**src/rtl/alu16_pkg.sv**
```systemverilog
package alu16_pkg;
    typedef enum logic [3:0] {
        FN_ADD,
        FN_SUB,
        FN_INC,
        FN_DEC,
        FN_SHR,
        FN_SHL,
        FN_AND,
        FN_OR,
        FN_XOR,
        FN_NOT,
        FN_PASS_B,
        FN_PASS_IMM,
        FN_IMM_HI
    } alu_fn_e;

    typedef struct packed {
        logic c;
        logic z;
        logic s;
    } alu_flags_t;
endpackage

```
**src/rtl/alu16_decode.sv**
```systemverilog
module alu16_decode
    import alu16_pkg::*;
#(
    parameter int OP_W = 8
) (
    input  logic [OP_W-1:0] op_i,
    output alu_fn_e         fn_o
);
    // Range decode: each op byte maps to exactly one function
    always_comb begin
        if (op_i < OP_W'(8'h11))       fn_o = FN_ADD;
        else if (op_i == OP_W'(8'h11)) fn_o = FN_SUB;
        else if (op_i == OP_W'(8'h12)) fn_o = FN_INC;
        else if (op_i == OP_W'(8'h13)) fn_o = FN_DEC;
        else if (op_i == OP_W'(8'h14)) fn_o = FN_SHR;
        else if (op_i == OP_W'(8'h15)) fn_o = FN_SHL;
        else if (op_i < OP_W'(8'h20))  fn_o = FN_SUB;
        else if (op_i == OP_W'(8'h20)) fn_o = FN_AND;
        else if (op_i == OP_W'(8'h21)) fn_o = FN_OR;
        else if (op_i == OP_W'(8'h22)) fn_o = FN_XOR;
        else if (op_i < OP_W'(8'h30))  fn_o = FN_NOT;
        else if (op_i < OP_W'(8'h40))  fn_o = FN_PASS_B;
        else if (op_i < OP_W'(8'h50))  fn_o = FN_PASS_IMM;
        else if (op_i < OP_W'(8'h60))  fn_o = FN_IMM_HI;
        else                           fn_o = FN_PASS_B;
    end
endmodule

```
**src/rtl/alu16_core.sv**
```systemverilog
module alu16_core
    import alu16_pkg::*;
#(
    parameter int DATA_W = 16
) (
    input  alu_fn_e           fn_i,
    input  logic [DATA_W-1:0] a_i,
    input  logic [DATA_W-1:0] b_i,
    input  logic [DATA_W-1:0] imm_i,
    output logic [DATA_W-1:0] res_o,
    output logic              cout_o,
    output logic              cown_o
);
    localparam int HALF = DATA_W / 2;

    always_comb begin
        cout_o = 1'b0;
        cown_o = 1'b0;
        unique case (fn_i)
            FN_ADD:      res_o = a_i + b_i;
            FN_SUB:      res_o = a_i - b_i;
            FN_INC:      res_o = a_i + DATA_W'(1);
            FN_DEC:      res_o = a_i - DATA_W'(1);
            FN_SHR: begin
                res_o  = a_i >> 1;
                cout_o = a_i[0];
                cown_o = 1'b1;
            end
            FN_SHL: begin
                res_o  = a_i << 1;
                cout_o = a_i[DATA_W-1];
                cown_o = 1'b1;
            end
            FN_AND:      res_o = a_i & b_i;
            FN_OR:       res_o = a_i | b_i;
            FN_XOR:      res_o = a_i ^ b_i;
            FN_NOT:      res_o = ~a_i;
            FN_PASS_B:   res_o = b_i;
            FN_PASS_IMM: res_o = imm_i;
            FN_IMM_HI:   res_o = imm_i << HALF;
            default:     res_o = b_i;
        endcase
    end
endmodule

```
**src/rtl/alu16_flagreg.sv**
```systemverilog
module alu16_flagreg
    import alu16_pkg::*;
(
    input  logic       clk,
    input  logic       rst_n,
    input  logic       load_i,
    input  logic       cown_i,
    input  alu_flags_t next_i,
    output alu_flags_t flags_o
);
    typedef enum logic { ST_HOLD, ST_LOAD } upd_e;

    upd_e zs_upd, c_upd;

    always_comb begin
        zs_upd = load_i ? ST_LOAD : ST_HOLD;
        c_upd  = (load_i && cown_i) ? ST_LOAD : ST_HOLD;
    end

    always_ff @(posedge clk) begin
        if (!rst_n) begin
            flags_o <= '0;
        end else begin
            unique case (zs_upd)
                ST_LOAD: begin
                    flags_o.z <= next_i.z;
                    flags_o.s <= next_i.s;
                end
                ST_HOLD: ;
            endcase
            unique case (c_upd)
                ST_LOAD: flags_o.c <= next_i.c;
                ST_HOLD: ;
            endcase
        end
    end

    AST_HOLD_WHEN_IDLE: assert property (@(posedge clk) disable iff (!rst_n)
        !load_i |=> $stable(flags_o));
    AST_CARRY_KEEP: assert property (@(posedge clk) disable iff (!rst_n)
        (load_i && !cown_i) |=> $stable(flags_o.c));
endmodule

```
**src/rtl/alu16_flags.sv**
```systemverilog
module alu16_flags
    import alu16_pkg::*;
#(
    parameter int DATA_W = 16,
    parameter int OP_W   = 8
) (
    input  logic              clk,
    input  logic              rst_n,
    input  logic              valid_i,
    input  logic [OP_W-1:0]   op_i,
    input  logic [DATA_W-1:0] a_i,
    input  logic [DATA_W-1:0] b_i,
    input  logic [DATA_W-1:0] imm_i,
    output logic [DATA_W-1:0] result_o,
    output logic              carry_o,
    output logic              zero_o,
    output logic              sign_o
);
    alu_fn_e    fn;
    logic       cout, cown;
    alu_flags_t nxt, cur;

    alu16_decode #(.OP_W(OP_W)) u_dec (
        .op_i (op_i),
        .fn_o (fn)
    );

    alu16_core #(.DATA_W(DATA_W)) u_core (
        .fn_i   (fn),
        .a_i    (a_i),
        .b_i    (b_i),
        .imm_i  (imm_i),
        .res_o  (result_o),
        .cout_o (cout),
        .cown_o (cown)
    );

    always_comb begin
        nxt.c = cout;
        nxt.z = (result_o == '0);
        nxt.s = result_o[DATA_W-1];
    end

    alu16_flagreg u_flags (
        .clk     (clk),
        .rst_n   (rst_n),
        .load_i  (valid_i),
        .cown_i  (cown),
        .next_i  (nxt),
        .flags_o (cur)
    );

    assign carry_o = cur.c;
    assign zero_o  = cur.z;
    assign sign_o  = cur.s;

    AST_RESET_CLEAR: assert property (@(posedge clk)
        !rst_n |=> (!carry_o && !zero_o && !sign_o));
    AST_ZERO_TRACK: assert property (@(posedge clk) disable iff (!rst_n)
        valid_i |=> (zero_o == ($past(result_o) == '0)));
    AST_SIGN_TRACK: assert property (@(posedge clk) disable iff (!rst_n)
        valid_i |=> (sign_o == $past(result_o[DATA_W-1])));
    AST_SHR_CARRY: assert property (@(posedge clk) disable iff (!rst_n)
        (valid_i && op_i == OP_W'(8'h14)) |=> (carry_o == $past(a_i[0])));
    AST_SHL_CARRY: assert property (@(posedge clk) disable iff (!rst_n)
        (valid_i && op_i == OP_W'(8'h15)) |=> (carry_o == $past(a_i[DATA_W-1])));
endmodule

```
**config.mk**
```make
export PLATFORM = sky130hd
export DESIGN_NAME = alu16_flags
export DESIGN_NICKNAME = d
export VERILOG_FILES = /design/src/rtl/alu16_pkg.sv /design/src/rtl/alu16_decode.sv /design/src/rtl/alu16_core.sv /design/src/rtl/alu16_flagreg.sv /design/src/rtl/alu16_flags.sv
export SDC_FILE = /design/constraint.sdc
export NUM_CORES = 1
export LEC_CHECK = 0
export ABC_AREA = 1
export ABC_CLOCK_PERIOD_IN_PS = 7170
export CORE_ASPECT_RATIO = 0.75
export CORE_MARGIN = 1
export CORE_UTILIZATION = 50
export CTS_BUF_LIST = sky130_fd_sc_hd__clkbuf_4 sky130_fd_sc_hd__clkbuf_8 sky130_fd_sc_hd__clkbuf_16
export CTS_CLUSTER_SIZE = 25
export DETAILED_ROUTE_END_ITERATION = 7
export DONT_BUFFER_PORTS = 1
export SETUP_SLACK_MARGIN = 0.2
export SLEW_MARGIN = 20
export SYNTH_ARGS = -nofsm -noshare
export SYNTH_HDL_FRONTEND = slang
export SYNTH_SLANG_ARGS = --single-unit
```
**constraint.sdc**
```tcl
create_clock -name clk -period 7.17 [get_ports clk]
set_input_delay 1.0755 -clock clk [delete_from_list [all_inputs] [get_ports clk]]
set_output_delay 1.0755 -clock clk [all_outputs]
set_load 0.03 [all_outputs]
```
Word-level counts from Yosys, hierarchy flattened
Cells that the tools add are included.
Widths: inputs -> output; s select.
{"block": "totals", "input_bits": 59, "regBits": 3, "output_inout_bits": 19, "word_cells": 59}
{"block": "classes", "n_reduce_logical": 4, "add_sub_neg": 4, "muxes": 19, "n_bitwise": 4, "magnitude_cmp": 6, "eq_ne": 19}
{"operator": "$pmux 16 s12", "n": 1}
{"operator": "$mux 4", "n": 13}
{"operator": "$eq 8x5->1 const B", "n": 5}
{"operator": "$eq 8x6->1 const B", "n": 3}
{"operator": "$lt 8x7->1 const B", "n": 3}
{"operator": "$add 16x1->16 const B", "n": 1}
{"operator": "$add 16x16->16", "n": 1}
{"operator": "$and 16x16->16", "n": 1}
{"operator": "$eq 4x3->1 const B", "n": 4}
{"operator": "$eq 4x4->1 const B", "n": 4}
{"operator": "$logic_not 16->1", "n": 1}
{"operator": "$lt 8x6->1 const B", "n": 2}
{"operator": "$not 16->16", "n": 1}
{"operator": "$or 16x16->16", "n": 1}
{"operator": "$sub 16x1->16 const B", "n": 1}
{"operator": "$sub 16x16->16", "n": 1}
{"operator": "$xor 16x16->16", "n": 1}
{"operator": "$eq 4x2->1 const B", "n": 2}
{"operator": "$lt 8x5->1 const B", "n": 1}
{"operator": "$eq 4x1->1 const B", "n": 1}
{"operator": "$logic_not 4->1", "n": 1}
{"operator": "$mux 1", "n": 3}
{"operator": "$mux 3", "n": 1}
{"operator": "$pmux 1 s2", "n": 1}
{"operator": "2 further kinds", "n": 2}

Depth between registers and ports, before layout
Gate-level depths: netlist of the first run.
{"block": "logic_depth", "depth_word": 20, "mapped_depth": 31, "ltp_nobuf": 30}

By module
Synthesis of the first run repeated with hierarchy kept, for this count alone.
{"block": "unflattened", "cells_unflattened": 576, "hier_area_um2": 3198.1}
{"mod": "alu16_core", "cells_each": 492, "area_each_um2": 2806.4, "n_inst": 1, "seq_area_each_um2": 0.0}
{"mod": "alu16_decode", "cells_each": 41, "area_each_um2": 176.4, "n_inst": 1, "seq_area_each_um2": 0.0}
{"mod": "alu16_flagreg", "cells_each": 16, "area_each_um2": 111.4, "n_inst": 1, "seq_area_each_um2": 60.1}
{"mod": "alu16_flags", "cells_each": 27, "area_each_um2": 103.8, "n_inst": 1, "seq_area_each_um2": 0.0}

Least setup slack after synthesis of the first run
No wires, ideal clock.
{"block": "synth_path", "path_kind": "input to output", "from": "in b_i[0]", "to": "out result_o[15]", "arrival_time_ns": 3.938, "cell_stages": 24, "slack_ns": 2.156, "t_required_ns": 6.094, "n_path_buf": 1, "path_cell_list": "inv_1 -> ha_1 -> inv_1 -> nor2_1 -> nand2_1 -> nor3_1 -> nand2_1 -> nor3_1 -> nand4_1 -> nor2_1 -> xor2_1 -> o21ai_0 -> ha_1 -> nand2_1 -> nor2_1 -> inv_1 -> o221ai_1 -> a21oi_1 -> nand3_1 -> nand3_1 -> nand2_1 -> nor2_2 -> inv_1 -> buf_4"}
{"item": "from (decl)", "line_no": "alu16_flags.sv:12", "rtl": "input logic [DATA_W-1:0] b_i,"}
{"item": "to (decl)", "line_no": "alu16_flags.sv:14", "rtl": "output logic [DATA_W-1:0] result_o,"}

Worst setup path in the final report of the first run
{"block": "layout_path", "from": "in op_i[6]", "to": "out result_o[9]"}
{"block": "layout_via", "elab_chain_len": 17, "elab_cells_between_ends": 41, "classes_between": "order compare: 6; eq/ne: 19; mux: 15; reduce/logical: 1"}
{"item": "from (decl)", "line_no": "alu16_flags.sv:10", "rtl": "input logic [OP_W-1:0] op_i,"}
{"item": "$lt 8x7->1", "line_no": "alu16_decode.sv:24", "rtl": "else if (op_i < OP_W'(8'h60)) fn_o = FN_IMM_HI;"}
{"item": "$mux 3", "line_no": "alu16_decode.sv:24"}
{"item": "$mux 4", "line_no": "alu16_decode.sv:23", "rtl": "else if (op_i < OP_W'(8'h50)) fn_o = FN_PASS_IMM;"}
{"item": "$mux 4", "line_no": "alu16_decode.sv:22", "rtl": "else if (op_i < OP_W'(8'h40)) fn_o = FN_PASS_B;"}
{"item": "$mux 4", "line_no": "alu16_decode.sv:21", "rtl": "else if (op_i < OP_W'(8'h30)) fn_o = FN_NOT;"}
{"item": "$mux 4", "line_no": "alu16_decode.sv:20", "rtl": "else if (op_i == OP_W'(8'h22)) fn_o = FN_XOR;"}
{"item": "$mux 4", "line_no": "alu16_decode.sv:19", "rtl": "else if (op_i == OP_W'(8'h21)) fn_o = FN_OR;"}
{"item": "$mux 4", "line_no": "alu16_decode.sv:18", "rtl": "else if (op_i == OP_W'(8'h20)) fn_o = FN_AND;"}
{"item": "$mux 4", "line_no": "alu16_decode.sv:17", "rtl": "else if (op_i < OP_W'(8'h20)) fn_o = FN_SUB;"}
{"item": "$mux 4", "line_no": "alu16_decode.sv:16", "rtl": "else if (op_i == OP_W'(8'h15)) fn_o = FN_SHL;"}
{"item": "$mux 4", "line_no": "alu16_decode.sv:15", "rtl": "else if (op_i == OP_W'(8'h14)) fn_o = FN_SHR;"}
{"item": "$mux 4", "line_no": "alu16_decode.sv:14", "rtl": "else if (op_i == OP_W'(8'h13)) fn_o = FN_DEC;"}
{"item": "$mux 4", "line_no": "alu16_decode.sv:13", "rtl": "else if (op_i == OP_W'(8'h12)) fn_o = FN_INC;"}
{"item": "$mux 4", "line_no": "alu16_decode.sv:12", "rtl": "else if (op_i == OP_W'(8'h11)) fn_o = FN_SUB;"}
{"item": "$mux 4 *", "line_no": "alu16_decode.sv:11", "rtl": "if (op_i < OP_W'(8'h11)) fn_o = FN_ADD;"}
{"item": "$eq 4x4->1 (tied with other cells)", "line_no": "alu16_core.sv:19", "rtl": "unique case (fn_i)"}
{"item": "$pmux 16 s12 *", "line_no": "alu16_core.sv:19"}
Mark *: on every way between the ends. The rest lies on a longest branch, timed or not.

==> results.toml, run 1 <==
[outcome]
status = "finished, violations left"
failed_checks = "DRC"

[clock_network]
clkLatencyLatePin_ps = 220
clk_pin_slew_ps = 30
cts-resized-gates = 0
cts_max_path_buffers = 2
cts_tree = "built"
cts_root_buf = "clkbuf_8"
h-tree-depth = 1
holdBufCountCts = 0
cts_setup_buffers = 0
cts_sinks = 3
numCtsBuffers = 3

[logic_synthesis]
synth.distinct_cells = 43
syn_nets = 762
ys_ff_latch = 3
synth_cells = 654
synth_edf_count = 0
syn_area_per_cell_um2 = 5.309
synthArstFlopShare = 0
yosys_warnings = 0
yosysSeqAreaShare = 0.01730
ys.flop_type = "dfxtp_1"
synth_area_leaders = "nand2_1 (21%), ha_1 (17%), inv_1 (11%)"
yosysTopAreaCell = "nand2_1"
mappedNetlistArea_um2 = 3472
yosysTopAreaCellShare = 0.2054

[layout]
top_register = "u_flags.flags_o"
largest_register_ffs = 3
n_antenna_cell = 0
nets = 757
layout_common_cells = "nand2_1 (190), inv_1 (104), nor2_1 (77)"
top_regs = "u_flags.flags_o x3"
final_common_cell = "nand2_1"
area_growth_syn_to_layout_pct = 2.703
drive_gt1_frac = 0.05864
nFillCells = 699

[worst_setup_path]
cp_max_fo = 19
critPathLaunchType = "input pin"
crit_type = "in2out"
worstPathRequired_ps = 6090
arrival_ps = 5140
end_kind = "output pin"

[grt]
first_global_vias = 3678
grt_remaining_overflow = 0
grt_use_total = 0.3444
grt_max_degree = 20
grt_pass1_wl_um = 19440
antenna_found_initial = 0

[drt]
via_per_inst = 5.962
routedWlPerCell_um = 17.51
routed_wl_um = 12770
first_iter_violations = 576
dr.pass1.iters = 8
drc = 8
num_vias = 4346
detail-route-antenna-nets = 0

[power_and_ir_drop]
power_uw = 315.5
clockPowerShare = 0.173
p_sw_uw = 187.6
seqPwrFrac = 0.059
internal_power_uw = 127.9
p_sw_frac = 0.5946
comb_power_share = 0.769
powerDensity_nw_per_um2 = 88.48
irDropWorstVdd_uv = 54.74
power_leakage_uw = 0.001968

[placement]
place_hpwl_um = 10290
routabilityCongestion = 0.9769
port_buffers = 0

[worst_hold_path]
holdCritPathClass = "reg2reg"

[sta]
hold_viol = 0
rsz0062_at_grt = "false"
timing.final.crit_period_ps = 6215
worstMarginPinSlew_ps = 609.9
fmax_ghz = 0.1609
setup_violations = 0
relSlewSlack = 0.5919
fin_skew_ps = 0
period_share = 0.8668
slew_viol_final = 0
finalSetupTns_ps = 0

[floorplan]
die_area_um2 = 7285
ios = 78
die_h_um = 74.17
dieWidth_um = 98.23
fp.coreArea_um2 = 6506
rows = 25
initial_core_util = 0.5337

[run]
cap_violations = 0
-- path summary, 6_finish.rpt --
check	startpoint	to	slack, ps	cells past startpoint
worst min register to register	u_flags.flags_o[1]	u_flags.flags_o[1]	610	2
worst max register to register	u_flags.flags_o[2]	u_flags.flags_o[2]	6370	2
worst min-delay path	u_flags.flags_o[1]	u_flags.flags_o[1]	610	2
worst max-delay path	op_i[6]	result_o[9]	960	20
-- per-layer routing --
layer	GRT usage	vias up	share of wire
li1	-	2098	-
met1	0.4980	1939	0.45
met2	0.5243	281	0.40
met3	0.07425	28	0.13
met4	0.07297	0	0.020
met5	0	-	0
-- kinds of logic (layout without fill, tap and decap cells) --
group | after synthesis | count (layout) | share of synthesized area
AOI/OAI and AO/OA | 93 | 93 | 0.1535
and+or+nand+nor | 376 | 376 | 0.4829
xor gates and xnor gates | 12 | 12 | 0.03027
buffers and inverters | 121 | 115 | 0.1373
DFF | 3 | 3 | 0.01730
adders and majority gates | 49 | 49 | 0.1787
-- cell usage after synthesis (2+ instances only) --
library cell  instances
nand2_1             190
inv_1               104
nor2_1               77
nand3_1              49
ha_1                 48
o21ai_0              45
a21oi_1              23
nand4_1              18
xor2_1               11
nor3_1               10
nor2_2                8
nand2_2               7
inv_2                 6
clkbuf_1              5
nand3b_1              5
o22ai_1               5
nor2_4                4
buf_2                 3
dfxtp_1               3
o21bai_1              3
a221oi_1              2
a31oi_1               2
buf_6                 2
nand3_2               2
o2111ai_1             2
o221ai_1              2
or2_2                 2
-- area by class of cell --
cell class	instances	area (µm²)	share of cell area
clock buffer	4	48.80	0.01368
inverter	110	412.9	0.1158
tap	81	101.3	0.02842
multi-input combinational	530	2935	0.8232
timing repair buffer	1	7.507	0.002105
sequential	3	60.06	0.01684
-- through the flow --
step           hold slack, ps  cells  utilization  setup WS [ps]  instance area [µm²]
2_1_floorplan           584.1    654            -           2156                 3472
3_3_place_gp            599.6    725       0.5406           1027                 3517
3_5_place_dp            601.9    725       0.5406           1068                 3517
4_1_cts                 607.5    729       0.5481           1046                 3566
5_1_grt                 621.7    729       0.5481          717.3                 3566
6_report                605.6    729       0.5481          955.1                 3566
-- worst max-delay path, stage by stage --
cell and delay, ps:
inv_2 40, nand2_1 100, nor2_2 210, nand2_2 330, nand2_2 170, nor2_2 70, nor2_4 340, nand2_1 400
inv_1 290, o21ai_0 110, ha_1 370, nand2_1 170, nor2_1 310, nand3_1 190, nand3_1 120, nand2_1 50
nand3_1 90, nand3_1 80, o21ai_0 360, inv_1 260
-- power groups by stage --
| stage | clock network [µW] | logic, µW | registers [µW] |
|---|---|---|---|
| after detailed placement | 0 | 235 | 18.8 |
| final | 54.5 | 242 | 18.6 |
| after global routing | 57.0 | 267 | 18.6 |
| after CTS | 55.5 | 236 | 18.6 |
| after floorplan | 0 | 187 | 18.7 |
| after global placement | 0 | 234 | 18.8 |
(Power assumes the default switching activity.)
==> run 2, diff against run 1 <==
--- a/config.mk
+++ b/config.mk
@@ -10,7 +10,7 @@
 export CORE_ASPECT_RATIO = 0.75
 export CORE_MARGIN = 1
 export CORE_UTILIZATION = 50
-export CTS_BUF_LIST = sky130_fd_sc_hd__clkbuf_4 sky130_fd_sc_hd__clkbuf_8 sky130_fd_sc_hd__clkbuf_16
+export CTS_BUF_LIST = sky130_fd_sc_hd__clkbuf_16
 export CTS_CLUSTER_SIZE = 25
 export DETAILED_ROUTE_END_ITERATION = 7
 export DONT_BUFFER_PORTS = 1
==> results.toml, run 2 (synthesized netlist as in run 1, its figures left out) <==
[sta]
hold_viol = 0
fin_skew_ps = 0
worstMarginPinSlew_ps = 608.0
period_share = 0.8697
relSlewSlack = 0.5931
slew_viol_final = 0
holdWs_ps = 639.1
rsz0062_at_grt = "false"
timing.final.crit_period_ps = 6236
finalSetupTns_ps = 0
setup_violations = 0
fmax_ghz = 0.1604

[clock_network]
numCtsBuffers = 3
cts-resized-gates = 0
clk_pin_slew_ps = 30
h-tree-depth = 1
holdBufCountCts = 0
cts_setup_buffers = 0
cts_sinks = 3
cts_max_path_buffers = 2
cts_tree = "built"
cts_root_buf = "clkbuf_16"
clkLatencyLatePin_ps = 220

[worst_setup_path]
worstPathRequired_ps = 6090
arrival_ps = 5160
regToRegStartpoint = "u_flags.flags_o[1]"
critPathLaunchType = "input pin"
r2r_end = "u_flags.flags_o[1]"
crit_path_top_delay_cell = "nand2_1"
crit_type = "in2out"
reg2regPathDepth = 2
cp_max_fo = 19
crit_chain = "inv_2 -> nand2_1 -> nor2_2 -> nand2_2 -> nand2_2 -> nor2_2 -> nor2_4 -> nand2_1 -> inv_1 -> o21ai_0 -> ha_1 -> nand2_1 -> nor2_1 -> nand3_1 -> nand3_1 -> nand2_1 -> nand3_1 -> nand3_1 -> o21ai_0 -> inv_1"
rrSetupSlack_ps = 6330
critPathMaxStageDelay_ps = 400
end_kind = "output pin"

[layout]
nets = 757
top_regs = "u_flags.flags_o x3"
area_growth_syn_to_layout_pct = 3.568
largest_register_ffs = 3
layout_common_cells = "nand2_1 (190), inv_1 (105), nor2_1 (77)"
n_antenna_cell = 0
final_common_cell = "nand2_1"
top_register = "u_flags.flags_o"
drive_gt1_frac = 0.05710
fin_area_um2 = 3596
final_cell_count_no_fill = 729

[power_and_ir_drop]
irDropWorstVdd_uv = 98.08
power_leakage_uw = 0.001984
powerDensity_nw_per_um2 = 97.28

[drt]
via_per_inst = 5.981
routedWlPerCell_um = 17.61
first_iter_violations = 498
dr.pass1.iters = 7
detail-route-antenna-nets = 0
routed_wl_um = 12840
num_vias = 4360
drc = 8

[floorplan]
rows = 25
die_area_um2 = 7285
ios = 78
fp.coreArea_um2 = 6506
die_h_um = 74.17
initial_core_util = 0.5337
dieWidth_um = 98.23

[grt]
grt_pass1_wl_um = 19600
antenna_found_initial = 0
met2_usage = 0.5368
grt_remaining_overflow = 0
busiest_layer = "met2"
grt_use_total = 0.3457
met1_usage = 0.4978
grt.met3_usage = 0.07143
grt_max_degree = 20
first_global_vias = 3736

[placement]
place_hpwl_um = 10290
post-place-cells = 725
routabilityCongestion = 0.9769
port_buffers = 0
place_area_um2 = 3517

[worst_hold_path]
hp-start = "u_flags.flags_o[1]"
whs_path_depth = 2
holdCritPathClass = "reg2reg"
hold_end = "u_flags.flags_o[1]"

[outcome]
failed_checks = "DRC"
status = "finished, violations left"

[run]
cap_violations = 0
==> run 2: cell count changes in the layout (fill, tap and decap cells not counted) <==
cell | previous run | this run
clkbuf_16 | 0 | 3
clkbuf_4 | 1 | 0
clkbuf_8 | 3 | 0
inv_1 | 104 | 105
==> run 2: where the power goes <==
| part | internal [µW] | switching, µW |
|---|---|---|
| combinational | 68.8 | 175 |
| clock | 72.0 | 15.8 |
| sequential | 17.3 | 1.32 |
==> run 2: critical path: cells and delay by family <==
kind / cells / cell delay [ps]
adders and majority gates: 1 / 370
AOI/OAI and AO/OA: 2 / 490
buffers and inverters: 3 / 590
and+or+nand+nor: 14 / 2640
==> run 2: layout make-up <==
class / count / area [µm²]
multi-input combinational: 530 / 2935
fill: 692 / 2910
inverter: 110 / 412.9
tap: 81 / 101.3
clock buffer: 3 / 75.07
sequential: 3 / 60.06
timing repair buffer: 1 / 7.507
clock inverter: 1 / 3.754
==> run 2: worst max path at each step <==
stage | cells past startpoint | endpoint | from | slack (ps)
floorplan | 24 | result_o[15] | b_i[0] | 2160
global placement | 20 | result_o[9] | op_i[6] | 1030
detailed placement | 20 | result_o[9] | op_i[6] | 1070
CTS | 20 | result_o[9] | op_i[6] | 1050
global route | 20 | result_o[9] | op_i[6] | 720
finish | 20 | result_o[9] | op_i[6] | 930
==> run 2: stage by stage <==
step                setup slack [ps]  total power [µW]  utilization
floorplan                       2156             206.2            -
global route                   717.3             376.4       0.5527
CTS                             1046             343.6       0.5527
detailed placement              1068             253.8       0.5406
global placement                1027             253.3       0.5406
finish                         934.4             349.8       0.5527
==> run 2: per-layer routing <==
metal / up-vias / wire [µm]
li1: 2109 / -
met1: 1981 / 5958
met2: 252 / 5195
met3: 18 / 1476
met4: 0 / 206
met5: - / 0
==> run 3, diff against run 2 <==
--- a/config.mk
+++ b/config.mk
@@ -5,7 +5,6 @@
 export SDC_FILE = /design/constraint.sdc
 export NUM_CORES = 1
 export LEC_CHECK = 0
-export ABC_AREA = 1
 export ABC_CLOCK_PERIOD_IN_PS = 7170
 export CORE_ASPECT_RATIO = 0.75
 export CORE_MARGIN = 1
==> results.toml, run 3 <==
[floorplan]
rows = 25
initial_core_util = 0.5280
ios = 78
die_h_um = 73.27
fp.coreArea_um2 = 6412
dieWidth_um = 97.02
die_area_um2 = 7108

[layout]
nFillCells = 645
top_regs = "u_flags.flags_o x3"
final_common_cell = "ha_1"
drive_gt1_frac = 0.08407
layout_common_cells = "ha_1 (48), inv_1 (44), nor2_1 (33)"
nets = 561
largest_register_ffs = 3
top_register = "u_flags.flags_o"
area_growth_syn_to_layout_pct = 2.624
fin_area_um2 = 3475
n_antenna_cell = 0

[logic_synthesis]
synth_most_common_cell = "ha_1"
ys.flop_type = "dfxtp_1"
synth_area_leaders = "ha_1 (18%), mux2i_1 (5.6%), inv_1 (4.8%)"
syn_area_per_cell_um2 = 7.235
synth_cells = 468
ys_ff_latch = 3
yosysTopAreaCell = "ha_1"
synth_edf_count = 0
syn_nets = 576
mappedNetlistArea_um2 = 3386
yosys_warnings = 0
yosysSeqAreaShare = 0.01774
synthArstFlopShare = 0
yosysTopAreaCellShare = 0.1774
synthTopCellsByCount = "ha_1 (48), inv_1 (43), nor2_1 (33)"
synth.distinct_cells = 78

[worst_setup_path]
crit_path_top_delay_cell = "nor4_1"
cp_max_fo = 13
arrival_ps = 5380
crit_type = "in2out"
worstPathRequired_ps = 6090
crit_chain = "or4b_1 -> a21oi_2 -> nor2_1 -> nand3_1 -> o211ai_1 -> ha_1 -> or2_2 -> a21oi_1 -> a2111oi_0 -> nor4_1 -> o211ai_1 -> a31oi_1 -> xnor2_1 -> o21ai_0 -> buf_4"
critPathMaxStageDelay_ps = 690
critPathLaunchType = "input pin"
end_kind = "output pin"
worst_path_most_repeated_cell = "o211ai_1"

[sta]
fin_ws_ps = 712.3
relSlewSlack = 0.2975
period_share = 0.9007
fmax_ghz = 0.1549
worstMarginPinSlew_ps = 1048
timing.final.crit_period_ps = 6458
rsz0062_at_grt = "false"
setup_violations = 0
finalSetupTns_ps = 0
slew_viol_final = 0
hold_viol = 0
holdWs_ps = 630.2
fin_skew_ps = 0

[clock_network]
cts_root_buf = "clkbuf_16"
cts-resized-gates = 0
h-tree-depth = 1
cts_tree = "built"
numCtsBuffers = 3
clk_pin_slew_ps = 30
cts_max_path_buffers = 2
cts_setup_buffers = 0
holdBufCountCts = 0
clkLatencyLatePin_ps = 220
cts_sinks = 3

[placement]
place_area_um2 = 3396
port_buffers = 0
routabilityCongestion = 0.9360
place_hpwl_um = 9904
place_ws_ps = 843.3

[grt]
grt_max_degree = 28
grt_use_total = 0.3454
first_global_vias = 3412
antenna_found_initial = 0
grt_remaining_overflow = 0
grt_pass1_wl_um = 19220

[drt]
dr.pass1.iters = 7
first_iter_violations = 397
routedWlPerCell_um = 23.60
drc = 0
routed_wl_um = 12580
via_per_inst = 7.283
detail-route-antenna-nets = 0
num_vias = 3882

[power_and_ir_drop]
powerDensity_nw_per_um2 = 95.96
power_uw = 333.4
irDropWorstVdd_uv = 87.99
power_leakage_uw = 0.001462

[run]
cap_violations = 0

[worst_hold_path]
holdCritPathClass = "reg2reg"

[outcome]
status = "finished, final reports clean"
-- run 3: changes by cell type in the layout (fill, tap and decap cells not counted), moves of 7 or more --
cell,change
o221ai_1,+8
nor2_1,-44
xor2_1,-8
nand2_2,-7
a31oi_1,+9
o211ai_1,+11
mux2i_1,+19
o21ai_0,-29
nor4_1,+7
nand2_1,-165
nor2_2,-8
nand3_1,-30
inv_1,-61
nand4_1,-14
-- run 3: cells by family after synthesis --
group / Yosys count / share of synthesized area
buffers and inverters: 69 / 0.09054
flip-flops: 3 / 0.01774
AO/OA/AOI/OAI: 157 / 0.3500
multiplexers: 22 / 0.06615
adder cells (fa/ha/maj): 50 / 0.1866
XOR/XNOR: 6 / 0.01552
AND/OR/NAND/NOR: 161 / 0.2735
-- run 3: routing by layer --
layer	GRT usage	up-vias	part of all wire
met4	0.07794	0	0.014
met1	0.4911	1825	0.44
met2	0.5305	232	0.42
met5	0	-	0
met3	0.07802	19	0.12
li1	-	1806	-
-- run 3: power by group --
part | switching [µW] | total, µW | leakage, µW | internal, µW
sequential | 1.47 | 18.8 | 0.0000244 | 17.4
combinational | 142 | 226 | 0.00140 | 84.3
clock | 16.1 | 88.1 | 0.0000423 | 72.0
total | 160 | 333 | 0.00146 | 174
-- run 3: cell type report --
type                    count  area, µm²  share of cell area
clock buffers               3      75.07             0.02161
clock inverters             1      3.754            0.001080
inverters                  43      161.4             0.04645
multi-input cells         396       3028              0.8714
flip-flops and latches      3      60.06             0.01728
well taps                  81      101.3             0.02917
repair buffers              6      45.04             0.01296
-- run 3: per-stage QoR --
step                        util  instances
after global placement    0.5296        529
final                     0.5419        533
after detailed placement  0.5296        529
after floorplan                -        468
after global routing      0.5419        533
after CTS                 0.5419        533
-- run 3: critical path: cells and delay by family --
family	cells	cell delay, ps
XOR/XNOR	1	190
adder cells (fa/ha/maj)	1	400
AO/OA/AOI/OAI	7	1440
AND/OR/NAND/NOR	5	2080
buffers and inverters	1	200
-- run 3: worst paths after layout --
kind	start	endpoint	slack, ps	cells after the start
max	op_i[7]	result_o[15]	710	15
min	u_flags.flags_o[1]	u_flags.flags_o[1]	630	2
max reg2reg	u_flags.flags_o[2]	u_flags.flags_o[2]	6290	2
min reg2reg	u_flags.flags_o[1]	u_flags.flags_o[1]	630	2
